[config.mk]
export PLATFORM = sky130hd
export DESIGN_NAME = ppg_timer
export DESIGN_NICKNAME = d
export VERILOG_FILES = /design/src/rtl/ppg_timer.sv
export SDC_FILE = /design/constraint.sdc
export NUM_CORES = 1
export LEC_CHECK = 0
export BUFFER_PORTS_ARGS = -buffer_cell sky130_fd_sc_hd__buf_2
export CORE_MARGIN = 10
export CORE_UTILIZATION = 40
export DETAILED_ROUTE_END_ITERATION = 7
export PLACE_DENSITY = 0.63
export SLEW_MARGIN = 25
export SYNTH_ARGS = -nofsm -noshare
export SYNTH_HDL_FRONTEND = slang
export SYNTH_SLANG_ARGS = --single-unit
[constraint.sdc]
create_clock -name clk -period 2.3 [get_ports clk]
set_input_delay 0.23 -clock clk [delete_from_list [all_inputs] [get_ports clk]]
set_output_delay 0.23 -clock clk [all_outputs]
set_load 0.01 [all_outputs]
[src/rtl/ppg_timer.sv]
module ppg_timer #(
  parameter int CW = 16
) (
  input  logic          clk,
  input  logic          rst_n,
  input  logic          tick,
  input  logic          run,
  input  logic          pulse_mode,
  input  logic          dbuf_en,
  input  logic          active_low,
  input  logic          irq0_en,
  input  logic          irq1_en,
  input  logic          wr_en,
  input  logic          wr_sel,
  input  logic [CW-1:0] wr_data,
  output logic          pulse_out,
  output logic          irq0,
  output logic          irq1
);

  logic [CW-1:0] cnt_q, cmp0_q, cmp0_nxt_q, cmp1_q;
  logic          tog_q;

  wire adv  = run & tick;
  wire hit0 = adv && (cnt_q == cmp0_q);
  wire hit1 = adv && (cnt_q == cmp1_q);
  wire wr0  = wr_en & ~wr_sel;
  wire wr1  = wr_en &  wr_sel;

  always_ff @(posedge clk or negedge rst_n) begin
    if (!rst_n)      cnt_q <= '0;
    else if (!run)   cnt_q <= '0;
    else if (tick)   cnt_q <= hit1 ? '0 : cnt_q + 1'b1;
  end

  always_ff @(posedge clk or negedge rst_n) begin
    if (!rst_n)   cmp1_q <= '0;
    else if (wr1) cmp1_q <= wr_data;
  end

  always_ff @(posedge clk or negedge rst_n) begin
    if (!rst_n)   cmp0_nxt_q <= '0;
    else if (wr0) cmp0_nxt_q <= wr_data;
  end

  always_ff @(posedge clk or negedge rst_n) begin
    if (!rst_n)                 cmp0_q <= '0;
    else if (wr0 && !dbuf_en)   cmp0_q <= wr_data;
    else if (dbuf_en && hit1)   cmp0_q <= cmp0_nxt_q;
  end

  always_ff @(posedge clk or negedge rst_n) begin
    if (!rst_n)                   tog_q <= 1'b0;
    else if (!run || !pulse_mode) tog_q <= 1'b0;
    else                          tog_q <= tog_q ^ hit0 ^ hit1;
  end

  assign pulse_out = tog_q ^ active_low;
  assign irq0      = hit0 & irq0_en;
  assign irq1      = hit1 & irq1_en;


  count_step_chk: assert property (@(posedge clk) disable iff (!rst_n)
    (adv && cnt_q != cmp1_q) |=> (!run || cnt_q == CW'($past(cnt_q) + 1'b1)) || !$past(run));


  wrap_chk: assert property (@(posedge clk) disable iff (!rst_n)
    hit1 |=> cnt_q == '0);


  irq1_wrap_chk: assert property (@(posedge clk) disable iff (!rst_n)
    irq1 |=> cnt_q == '0);


  stop_chk: assert property (@(posedge clk) disable iff (!rst_n)
    !run |=> (cnt_q == '0) && !tog_q);


  dbuf_hold_chk: assert property (@(posedge clk) disable iff (!rst_n)
    (dbuf_en && !hit1) |=> $stable(cmp0_q));


  direct_wr_chk: assert property (@(posedge clk) disable iff (!rst_n)
    (wr0 && !dbuf_en) |=> cmp0_q == $past(wr_data));

endmodule

======== After elaboration in Yosys (flattened, before gate mapping) ========
Index checks and enable logic that the tools add are counted.
W data, S select, Z words.
storage, ports and cells
  register bits ........................... 65
  memory bits (read-only) ................. 0
  memories ................................ 0
  memory bits (writable) .................. 0
  bits in latches ......................... 0
  word-level logic and storage cells ...... 33
  input bits .............................. 27
cells by class
  shifts and indexed selects .............. 0
  add/subtract/negate cells ............... 1
  bitwise operators ....................... 9
  divide/modulo/power cells ............... 0
  muxes and demuxes ....................... 6
  reduce and logical (&&, ||, !) cells .... 9
  $mul .................................... 0
  equality and inequality tests ........... 3
  magnitude comparators ................... 0
operator list
  cell                     number
  $mux W16                 5
  $eq A16 B16 Y1           2
  $add A16 B1 Y16 const B  1
  $and A1 B1 Y1            5
  $logic_and A1 B1 Y1      4
  $logic_not A1 Y1         3
  $xor A1 B1 Y1            3
  $ne A2 B2 Y1 const B     1
  $reduce_bool A2 Y1       1
  $logic_or A1 B1 Y1       1
  $mux W1                  1
  $not A1 Y1               1

======== Longest topological paths before layout ========
Gate-level depths: netlist of the first run.
  word-level depth ........................ 5
  depth in mapped cells ................... 9

======== Worst setup path before layout of the first run ========
Ideal clock, no wire load.
  kind .................................... reg2reg
  start point ............................. reg cnt_q[13]
  end point ............................... reg cmp0_q[2]
  buffers on the path ..................... 2
  stages on the path, launching flop included .. 9
  clock period less this slack ............ 1.880 ns
  arrival ................................. 1.759 ns
  library setup time ...................... 0.121 ns
  slack ................................... 0.420 ns
  data required time ...................... 2.179 ns
  cells stage by stage .................... dfrtp_1 buf_6 xnor2_2 nand4_1 nor4_2 nand4_1 buf_2 o22ai_2 nor2_1
on the way
  cells in the longest elaborated chain, start to end .. 4
ends and longest elaborated chain
  item                          RTL line  text
  start: declaration            21        logic [CW-1:0] cnt_q, cmp0_q, cmp0_nxt_q, cmp1_q;
  start signal: assignment      33        else if (tick) cnt_q <= hit1 ? '0 : cnt_q + 1'b1;
  $eq A16 B16 Y1                26        wire hit1 = adv && (cnt_q == cmp1_q);
  $logic_and A1 B1 Y1           26
  $logic_and A1 B1 Y1           49        else if (dbuf_en && hit1) cmp0_q <= cmp0_nxt_q;
  $reduce_bool A2 Y1 (no line)  --
  end signal: assignment        48        else if (wr0 && !dbuf_en) cmp0_q <= wr_data;
  end signal: assignment        49
  end: declaration              21
Every way passes these cells.
A chain may end at the register's enable or synchronous reset.

======== Worst setup path after layout of the first run ========
  start point ............................. reg cnt_q[0]
  end point ............................... out irq0
on the way
  cells in the longest elaborated chain, start to end .. 3
ends and longest elaborated chain
  item                 RTL line  text
  $eq A16 B16 Y1       25        wire hit0 = adv && (cnt_q == cmp0_q);
  $logic_and A1 B1 Y1  25
  $and A1 B1 Y1        59        assign irq0 = hit0 & irq0_en;
  end: declaration     17        output logic irq0,
Every way passes these cells.

==> results of run 1 <==
-- cell type report --
class / count / area, um^2 / share of cell area
Clock buffer: 11 / 141 / 0.0366
Clock inverter: 5 / 55.1 / 0.0142
Inverter: 6 / 22.5 / 0.00582
Multi-Input combinational cell: 220 / 1580 / 0.409
Sequential cell: 65 / 1640 / 0.424
Tap cell: 105 / 131 / 0.0340
Timing Repair Buffer: 45 / 293 / 0.0757
-- metal layers --
| layer | part of all wire | track usage | vias up |
|---|---|---|---|
| met2 | 0.49 | 0.196 | 42 |
| met5 | 0 | 0 | - |
| met4 | 0.020 | 0.0495 | 0 |
| met3 | 0.041 | 0.0346 | 12 |
| li1 | - | - | 1155 |
| met1 | 0.45 | 0.144 | 1181 |
-- worst max path at each step --
stage                                   endpoint  slack, ns  cells past startpoint                  start
after global placement                      irq0       0.19                      6   cnt_q[9]$_DFFE_PN0P_
after CTS                                   irq0       0.02                      6   cnt_q[9]$_DFFE_PN0P_
after global routing                        irq0     0.0008                      6   cnt_q[3]$_DFFE_PN0P_
final                                       irq0       0.09                      6   cnt_q[0]$_DFFE_PN0P_
after floorplan            cmp0_q[2]$_DFFE_PN0P_       0.42                      8  cnt_q[13]$_DFFE_PN0P_
after detailed placement  cmp0_q[12]$_DFFE_PN0P_       0.19                      7   cnt_q[5]$_DFFE_PN0P_
-- through the flow --
step	util	setup slack (ns)	hold WS, ns	power, uW	instance area [um^2]
floorplan	-	0.420	-0.0656	1600	3300
global placement	0.434	0.188	0.265	1730	3530
detailed placement	0.434	0.193	0.271	1740	3530
CTS	0.465	0.0208	0.0832	2720	3780
global route	0.475	0.000840	0.0939	2840	3870
finish	0.475	0.0918	0.0938	2710	3870
-- state kept, by name, summed over array words and instances (netlist names) --
register and count:
cmp1_q 16, cmp0_nxt_q 16, cmp0_q 16, cnt_q 16, tog_q 1
-- what timing repair did --
| item | 4_1_cts | 5_1_grt |
|---|---|---|
| gates resized for setup | 4 | 19 |
| endpoints found under the hold margin | 24 | 0 |
| buffers inserted | 2 | 4 |
| hold buffers | 1 | 0 |
| cloned | 0 | 0 |
| pin swaps | 2 | 6 |
| setup endpoints to repair | 2 | 2 |
-- where the power goes --
part,total (uW),switching [uW],internal [uW]
logic,361,171,190
clock network,971,445,526
registers,1380,100,1280
-- cells by family after synthesis --
| group | share of synthesized area |
|---|---|
| compound gates | 0.0850 |
| xor+xnor | 0.104 |
| fa+ha+maj | 0.00379 |
| buf+inv | 0.0471 |
| flops | 0.493 |
| mux | 0.109 |
| simple gates | 0.157 |
-- cells in the mapped netlist, types with 6 or more instances --
| library cell | instances |
|---|---|
| a21o_1 | 9 |
| a31oi_1 | 10 |
| buf_2 | 6 |
| dfrtp_1 | 65 |
| inv_1 | 6 |
| mux2_2 | 32 |
| nand2_1 | 38 |
| nand3_1 | 9 |
| nand4_1 | 8 |
| nor2_1 | 18 |
| nor3_1 | 7 |
| o21ai_0 | 16 |
| xnor2_1 | 15 |
| xor2_1 | 18 |
-- worst max-delay path: cells and delay by family (launching register included) --
| family | cells | cell delay, ns |
|---|---|---|
| and+or+nand+nor | 4 | 0.85 |
| DFF | 1 | 0.47 |
| xor gates and xnor gates | 1 | 0.19 |
| buffers and inverters | 1 | 0.12 |
==> out/metrics.cfg, run 1 <==
[status]
run_status = complete, no violations

[critical_path]
rr_endpoint = cmp0_q[14]$_DFFE_PN0P_
worstPathRequired_ns = 2.07
regToRegStartpoint = cnt_q[11]$_DFFE_PN0P_
reg2reg_depth = 9
r2r_slack_ns = 0.24
cp_max_fo = 6
crit_chain = xor2_1 -> nor4_2 -> nand4_1 -> nor3_2 -> and2_1 -> buf_2
startpoint_type = flop
worstSetupPathType = reg -> out
slowest_delay_ns = 0.47
cp.arrival_ns = 1.98
crit_slowest_cell = dfrtp_2
end_kind = primary output

[timing]
finalSetupViolations = 0
fmax_ghz = 0.453
layout_min_cycle_time_ns = 2.21
tightest_slew_ns = 0.783
slew_viol_final = 0
fin_crit_sh = 0.960
hold_viol = 0
tns_ns = 0
rsz0062_at_grt = true
slew_headroom = 0.477
skew_ns = 0.00670

[floorplanning]
die_h_um = 111
num_rows = 33
die_width_um = 111
start_util = 0.405
die-area_mm2 = 0.0123
io_pins = 30
core-area_mm2 = 0.00813

[synthesis]
syn_avg_cell_area_um2 = 10.6
syn_area_mm2 = 0.00330
synth_edf_count = 0
yosysTopAreaCellShare = 0.493
synth.largest_area_cell = dfrtp_1
synthTopCellsByArea = dfrtp_1, mux2_2, xor2_1
synthArstFlopShare = 1.00
synth-seq-cells = 65
yosysWarnings = 0
yosysSeqAreaShare = 0.493
synth_fp_nets = 339
synth_flop_cell = dfrtp_1
netlist_instances = 311
ys_types = 36

[cells_and_area]
mostFrequentLayoutCells = dfrtp_1, nand2_1, mux2_2, buf_2, nor2_1
syn_to_final_growth_pct = 17.3
final_nets = 375
final_common_cell = dfrtp_1
final_cells = 457
drive_gt1_frac = 0.332
nFillCells = 753
antenna_cells = 0

[cts]
clkSlewWorstSetupHoldPaths_ns = 0.07
htree_levels = 3
cts_sinks = 65
numCtsBuffers = 9
clock_path_buffers = 2
clock_latency_ns = 0.35
cts_root_buf = clkbuf_8
cts_tree = done

[placement]
place_hpwl_um = 5370
io_buffers = 29
gp_congestion = 0.881
place_inst = 434

[routing]
via_per_inst = 5.23
detailedRoute.firstPassIterationCount = 4
routed_wl_um = 7300
drt-wirelength-per-cell_um = 16.0
vias = 2390
initialDrtViolationCount = 196
drc = 0
ant_nets = 0

[min_path]
min_from = pulse_mode
hold_class = in -> reg
worstHoldEndpoint = tog_q$_DFF_PN0_
min_path_cells = 3

[global_routing]
antenna_found_initial = 0
grt_pass1_wl_um = 12000
globalRoute.totalOverflow = 0
grt_max_degree = 30
grt_pass1_vias = 2394
grt_usage = 0.120

[pwr]
ir_drop_mv = 0.489
leakagePower_uw = 0.00175
powerDensity_mw_per_mm2 = 700

[flow_run]
cap_violations = 0

Note: power is estimated with default switching activity, not from simulation.
==> run 2, diff against run 1 <==
--- a/config.mk
+++ b/config.mk
@@ -10,6 +10,7 @@
 export CORE_UTILIZATION = 40
 export DETAILED_ROUTE_END_ITERATION = 7
 export PLACE_DENSITY = 0.63
+export RECOVER_POWER = 25
 export SLEW_MARGIN = 25
 export SYNTH_ARGS = -nofsm -noshare
 export SYNTH_HDL_FRONTEND = slang
==> run 2 against run 1 <==
Compared with the run above: clock-buffer cell count is the same; non-clock buffer count is the same; global-route usage is the same; sequential share of layout area is 0.055 points higher; maximum frequency barely moved; die area unchanged; cell area fell by 0.13%; setup slack barely moved; total power hardly changed; utilization down 0.062 points; critical path type unchanged; critical endpoint unchanged; highest routed layer unchanged.
==> out/metrics.cfg, run 2 (synthesis gave the netlist of run 1 again) <==
[cells_and_area]
final_common_cell = dfrtp_1
final_area_mm2 = 0.00386  ; -0.13%
final_cells = 457  ; unchanged
final_nets = 375  ; unchanged
syn_to_final_growth_pct = 17.2
drive_gt1_frac = 0.327  ; -0.00568
nFillCells = 756  ; +0.40%
antenna_cells = 0  ; unchanged
mostFrequentLayoutCells = dfrtp_1, nand2_1, mux2_2, buf_2, nor2_1

[pwr]
ir_drop_mv = 0.489  ; about the same
leakagePower_uw = 0.00174  ; -0.35%
powerDensity_mw_per_mm2 = 701  ; +0.12%

[critical_path]
end_kind = primary output
crit_chain = xor2_1 -> nor4_2 -> nand4_1 -> nor3_2 -> and2_1 -> buf_2
slowest_delay_ns = 0.47  ; about the same
cp.arrival_ns = 1.98  ; about the same
rr_endpoint = cmp0_q[14]$_DFFE_PN0P_
worstSetupPathType = reg -> out
startpoint_type = flop
worstPathRequired_ns = 2.07  ; about the same
cp_max_fo = 6  ; unchanged
crit_slowest_cell = dfrtp_2
r2r_slack_ns = 0.24  ; about the same
regToRegStartpoint = cnt_q[11]$_DFFE_PN0P_
reg2reg_depth = 9  ; unchanged

[min_path]
worstHoldEndpoint = tog_q$_DFF_PN0_
min_path_cells = 3  ; unchanged
hold_class = in -> reg
min_from = pulse_mode

[timing]
rsz0062_at_grt = true
slew_viol_final = 0  ; unchanged
finalSetupViolations = 0  ; unchanged
skew_ns = 0.00703  ; +0.000323 ns
fmax_ghz = 0.453  ; about the same
layout_min_cycle_time_ns = 2.21  ; -0.000261 ns
slew_headroom = 0.0480  ; -0.429
hold_viol = 0  ; unchanged
fin_crit_sh = 0.960  ; about the same
hold_slack_ns = 0.0940  ; +0.000115 ns
tightest_slew_ns = 1.43  ; +0.645 ns
tns_ns = 0  ; unchanged

[placement]
io_buffers = 29  ; unchanged
gp_congestion = 0.881  ; unchanged
place_inst = 434  ; unchanged
place_hpwl_um = 5370  ; unchanged
post_dp_cell_area_mm2 = 0.00353  ; unchanged

[routing]
initialDrtViolationCount = 194  ; -1.0%
drt-wirelength-per-cell_um = 16.0  ; about the same
vias = 2390  ; unchanged
drc = 0  ; unchanged
routed_wl_um = 7300  ; about the same
via_per_inst = 5.23  ; unchanged
detailedRoute.firstPassIterationCount = 4  ; unchanged
ant_nets = 0  ; unchanged

[global_routing]
grt_pass1_wl_um = 12000  ; unchanged
grt_pass1_vias = 2394  ; unchanged
grt_usage = 0.120  ; unchanged
grt_max_degree = 30  ; unchanged
antenna_found_initial = 0  ; unchanged
globalRoute.totalOverflow = 0  ; unchanged

[floorplanning]
core-area_mm2 = 0.00813  ; unchanged
die-area_mm2 = 0.0123  ; unchanged
die_width_um = 111  ; unchanged
die_h_um = 111  ; unchanged
start_util = 0.405  ; unchanged
num_rows = 33  ; unchanged
io_pins = 30  ; unchanged

[status]
run_status = complete, no violations

[cts]
clock_latency_ns = 0.35  ; about the same
cts_tree = done
numCtsBuffers = 9  ; unchanged
clkSlewWorstSetupHoldPaths_ns = 0.07  ; about the same
clock_path_buffers = 2  ; unchanged
htree_levels = 3  ; unchanged
cts_sinks = 65  ; unchanged
cts_root_buf = clkbuf_8

[flow_run]
cap_violations = 0  ; unchanged

[run 2: changes by cell type in the layout (fill, tap and decap cells not counted), sizes merged]
cell    previous run  this run
buf               44        42
clkbuf            11        13
[run 2: timing repair]
action | CTS | global route
hold endpoints to repair | 24 | 0
endpoints found under the setup margin | 2 | 2
gates resized for setup | 4 | 19
pin swaps | 2 | 6
hold buffers | 1 | 0
setup buffers | 2 | 4
[run 2: cell type report]
cell class | instances | area (um^2) | area share
clock inverters | 5 | 55.1 | 0.0143
repair buffers | 45 | 288 | 0.0745
flip-flops and latches | 65 | 1640 | 0.425
clock buffers | 11 | 141 | 0.0366
well taps | 105 | 131 | 0.0340
multi-input cells | 220 | 1580 | 0.410
inverters | 6 | 22.5 | 0.00583
[run 2: metrics by stage]
| step | utilization | power [uW] | worst slack, ns |
|---|---|---|---|
| 2_1_floorplan | - | 1600 | 0.420 |
| 3_3_place_gp | 0.434 | 1730 | 0.188 |
| 3_5_place_dp | 0.434 | 1740 | 0.193 |
| 4_1_cts | 0.465 | 2720 | 0.0208 |
| 5_1_grt | 0.475 | 2840 | 0.000840 |
| 6_report | 0.475 | 2710 | 0.0920 |
[run 2: layer usage]
layer | up-vias | part of all wire | GRT usage
met3 | 12 | 0.042 | 0.0346
li1 | 1155 | - | -
met4 | 0 | 0.020 | 0.0495
met2 | 42 | 0.49 | 0.196
met1 | 1181 | 0.45 | 0.144
met5 | - | 0 | 0
[run 2: worst max path at each step]
stage / from / endpoint / slack (ns) / depth (start not counted)
floorplan: cnt_q[13]$_DFFE_PN0P_ / cmp0_q[2]$_DFFE_PN0P_ / 0.42 / 8
global placement: cnt_q[9]$_DFFE_PN0P_ / irq0 / 0.19 / 6
detailed placement: cnt_q[5]$_DFFE_PN0P_ / cmp0_q[12]$_DFFE_PN0P_ / 0.19 / 7
CTS: cnt_q[9]$_DFFE_PN0P_ / irq0 / 0.02 / 6
global route: cnt_q[3]$_DFFE_PN0P_ / irq0 / 0.0008 / 6
finish: cnt_q[0]$_DFFE_PN0P_ / irq0 / 0.09 / 6
[run 2: worst max-delay path: cells and delay by family (launching register included)]
family	cells	cell delay (ns)
xor gates and xnor gates	1	0.19
and+or+nand+nor	4	0.85
DFF	1	0.47
buffers and inverters	1	0.12
[run 2: where the power goes]
part	internal, uW	switching, uW	leakage, uW
Clock	526	445	0.0000953
Sequential	1280	100	0.000775
Combinational	189	172	0.000871
Total	1990	717	0.00174
==> run 3, diff against run 2 <==
--- a/config.mk
+++ b/config.mk
@@ -5,11 +5,11 @@
 export SDC_FILE = /design/constraint.sdc
 export NUM_CORES = 1
 export LEC_CHECK = 0
-export BUFFER_PORTS_ARGS = -buffer_cell sky130_fd_sc_hd__buf_2
 export CORE_MARGIN = 10
 export CORE_UTILIZATION = 40
 export DETAILED_ROUTE_END_ITERATION = 7
-export PLACE_DENSITY = 0.63
+export DONT_BUFFER_PORTS = 1
+export PLACE_DENSITY = 0.6
 export RECOVER_POWER = 25
 export SLEW_MARGIN = 25
 export SYNTH_ARGS = -nofsm -noshare
==> run 3 against run 2 <==
Compared with the run above: clock skew up 0.00058 ns; maximum frequency rose by 0.63%; critical path depth down 1; cell area down 3.4%; non-clock buffer count shrank 32; largest cell class unchanged; highest routed layer unchanged.
==> out/metrics.cfg, run 3 (synthesis gave the netlist of run 1 again) <==
[timing]
hold_viol = 0  ; unchanged
fin_crit_sh = 0.954  ; -0.00603
slew_viol_final = 0  ; unchanged
hold_slack_ns = 0.0116  ; -0.0824 ns
rsz0062_at_grt = true
finalSetupViolations = 0  ; unchanged
fin_ws_ns = 0.106  ; +0.0139 ns
tightest_slew_ns = 0.789  ; -0.639 ns
skew_ns = 0.00761  ; +0.000580 ns
slew_headroom = 0.473  ; +0.425
layout_min_cycle_time_ns = 2.19  ; -0.0139 ns
fmax_ghz = 0.456  ; +0.63%

[min_path]
hold_class = in -> reg
min_path_cells = 2  ; -1
worstHoldEndpoint = cmp0_q[5]$_DFFE_PN0P_
min_from = wr_data[5]

[critical_path]
end_kind = primary output
worstPathRequired_ns = 2.07  ; about the same
reg2reg_depth = 8  ; -1
worstSetupPathType = reg -> out
cp_max_fo = 6  ; unchanged
rr_endpoint = cmp0_q[15]$_DFFE_PN0P_
startpoint_type = flop
cp.arrival_ns = 1.96  ; -0.02 ns
regToRegStartpoint = cnt_q[12]$_DFFE_PN0P_
r2r_slack_ns = 0.16  ; -0.08 ns

[routing]
drt-wirelength-per-cell_um = 17.5  ; +9.4%
drc = 0  ; unchanged
vias = 2245  ; -6.1%
ant_nets = 0  ; unchanged
detailedRoute.firstPassIterationCount = 4  ; unchanged
initialDrtViolationCount = 136  ; -30%
via_per_inst = 5.28  ; +1.0%
routed_wl_um = 7430  ; +1.7%

[floorplanning]
start_util = 0.405  ; unchanged
io_pins = 30  ; unchanged
die-area_mm2 = 0.0123  ; unchanged
core-area_mm2 = 0.00813  ; unchanged
die_h_um = 111  ; unchanged
die_width_um = 111  ; unchanged
num_rows = 33  ; unchanged

[placement]
pre_cts_ws_ns = 0.162  ; -0.0312 ns
io_buffers = 0  ; -100%
place_inst = 404  ; -6.9%
place_hpwl_um = 5200  ; -3.3%
gp_congestion = 0.825  ; -6.3%

[cts]
clock_latency_ns = 0.35  ; about the same
clock_path_buffers = 2  ; unchanged
cts_tree = done
cts_sinks = 65  ; unchanged
clkSlewWorstSetupHoldPaths_ns = 0.07  ; about the same
numCtsBuffers = 9  ; unchanged
cts_root_buf = clkbuf_8
htree_levels = 3  ; unchanged

[cells_and_area]
utilization = 0.459  ; -0.0163
antenna_cells = 0  ; unchanged
final_nets = 343  ; -8.5%
drive_gt1_frac = 0.213  ; -0.114
final_cells = 425  ; -7.0%
mostFrequentLayoutCells = dfrtp_1, nand2_1, mux2_2, xor2_1, nor2_1
final_common_cell = dfrtp_1
syn_to_final_growth_pct = 13.1
nFillCells = 740  ; -2.1%

[pwr]
ir_drop_mv = 0.522  ; +6.7%
p_total_uw = 2900  ; +7.0%
powerDensity_mw_per_mm2 = 777  ; +11%
leakagePower_uw = 0.00165  ; -5.0%

[global_routing]
grt_pass1_vias = 2371  ; -0.96%
grt_usage = 0.127  ; +0.00694
globalRoute.totalOverflow = 0  ; unchanged
antenna_found_initial = 0  ; unchanged
grt_max_degree = 66  ; +120%
grt_pass1_wl_um = 12500  ; +3.6%

[flow_run]
cap_violations = 0  ; unchanged

[status]
run_status = complete, no violations

run 3: cell count changes in the layout (fill, tap and decap cells not counted), sizes merged:
cell | before | now
clkinvlp | 2 | 1
clkinv | 2 | 1
dlygate4sd3 | 1 | 3
bufinv | 1 | 3
buf | 42 | 10
clkbuf | 13 | 11
run 3: how the worst max path moves through the flow:
stage                          start                      to  slack (ns)
2_1_floorplan  cnt_q[13]$_DFFE_PN0P_   cmp0_q[2]$_DFFE_PN0P_        0.42
3_3_place_gp   cnt_q[10]$_DFFE_PN0P_         tog_q$_DFF_PN0_        0.16
3_5_place_dp   cnt_q[10]$_DFFE_PN0P_  cmp0_q[13]$_DFFE_PN0P_        0.16
4_1_cts        cnt_q[10]$_DFFE_PN0P_                    irq0        0.01
5_1_grt        cnt_q[12]$_DFFE_PN0P_                    irq1       -0.03
6_report       cnt_q[12]$_DFFE_PN0P_                    irq1        0.11
run 3: metal layers:
| layer | global-route usage | wire, um |
|---|---|---|
| met5 | 0 | 0 |
| met4 | 0.0512 | 157 |
| met3 | 0.0390 | 368 |
| met2 | 0.202 | 3580 |
| met1 | 0.156 | 3320 |
run 3: worst max-delay path, stage by stage, from the launching register on:
cell and delay [ns]:
dfrtp_1 0.47, xnor2_1 0.24, nand4_1 0.19, nor4_4 0.33, nor2b_4 0.21, and2_1 0.19
run 3: final cells by class:
class	instances	area [um^2]	share of cell area
Clock inverter	5	103	0.0275
Timing Repair Buffer	13	150	0.0403
Sequential cell	65	1630	0.436
Clock buffer	11	141	0.0379
Tap cell	105	131	0.0352
Inverter	6	22.5	0.00604
Multi-Input combinational cell	220	1550	0.417
run 3: through the flow:
stage               setup TNS, ns  instance area, um^2
finish                          0                 3730
global placement                0                 3380
detailed placement              0                 3380
global route              -0.0307                 3730
CTS                             0                 3720
floorplan                       0                 3300
run 3: power breakdown:
| group | switching (uW) | total (uW) | internal [uW] |
|---|---|---|---|
| combinational | 153 | 325 | 171 |
| sequential | 94.5 | 1370 | 1280 |
| clock | 455 | 1200 | 748 |
run 3: what timing repair did:
item | CTS | global route
setup buffers | 1 | 0
gates cloned | 0 | 0
pin swaps | 2 | 1
endpoints found under the hold margin | 66 | 0
setup endpoints to repair | 2 | 3
resized for setup | 4 | 4
hold buffers | 4 | 0
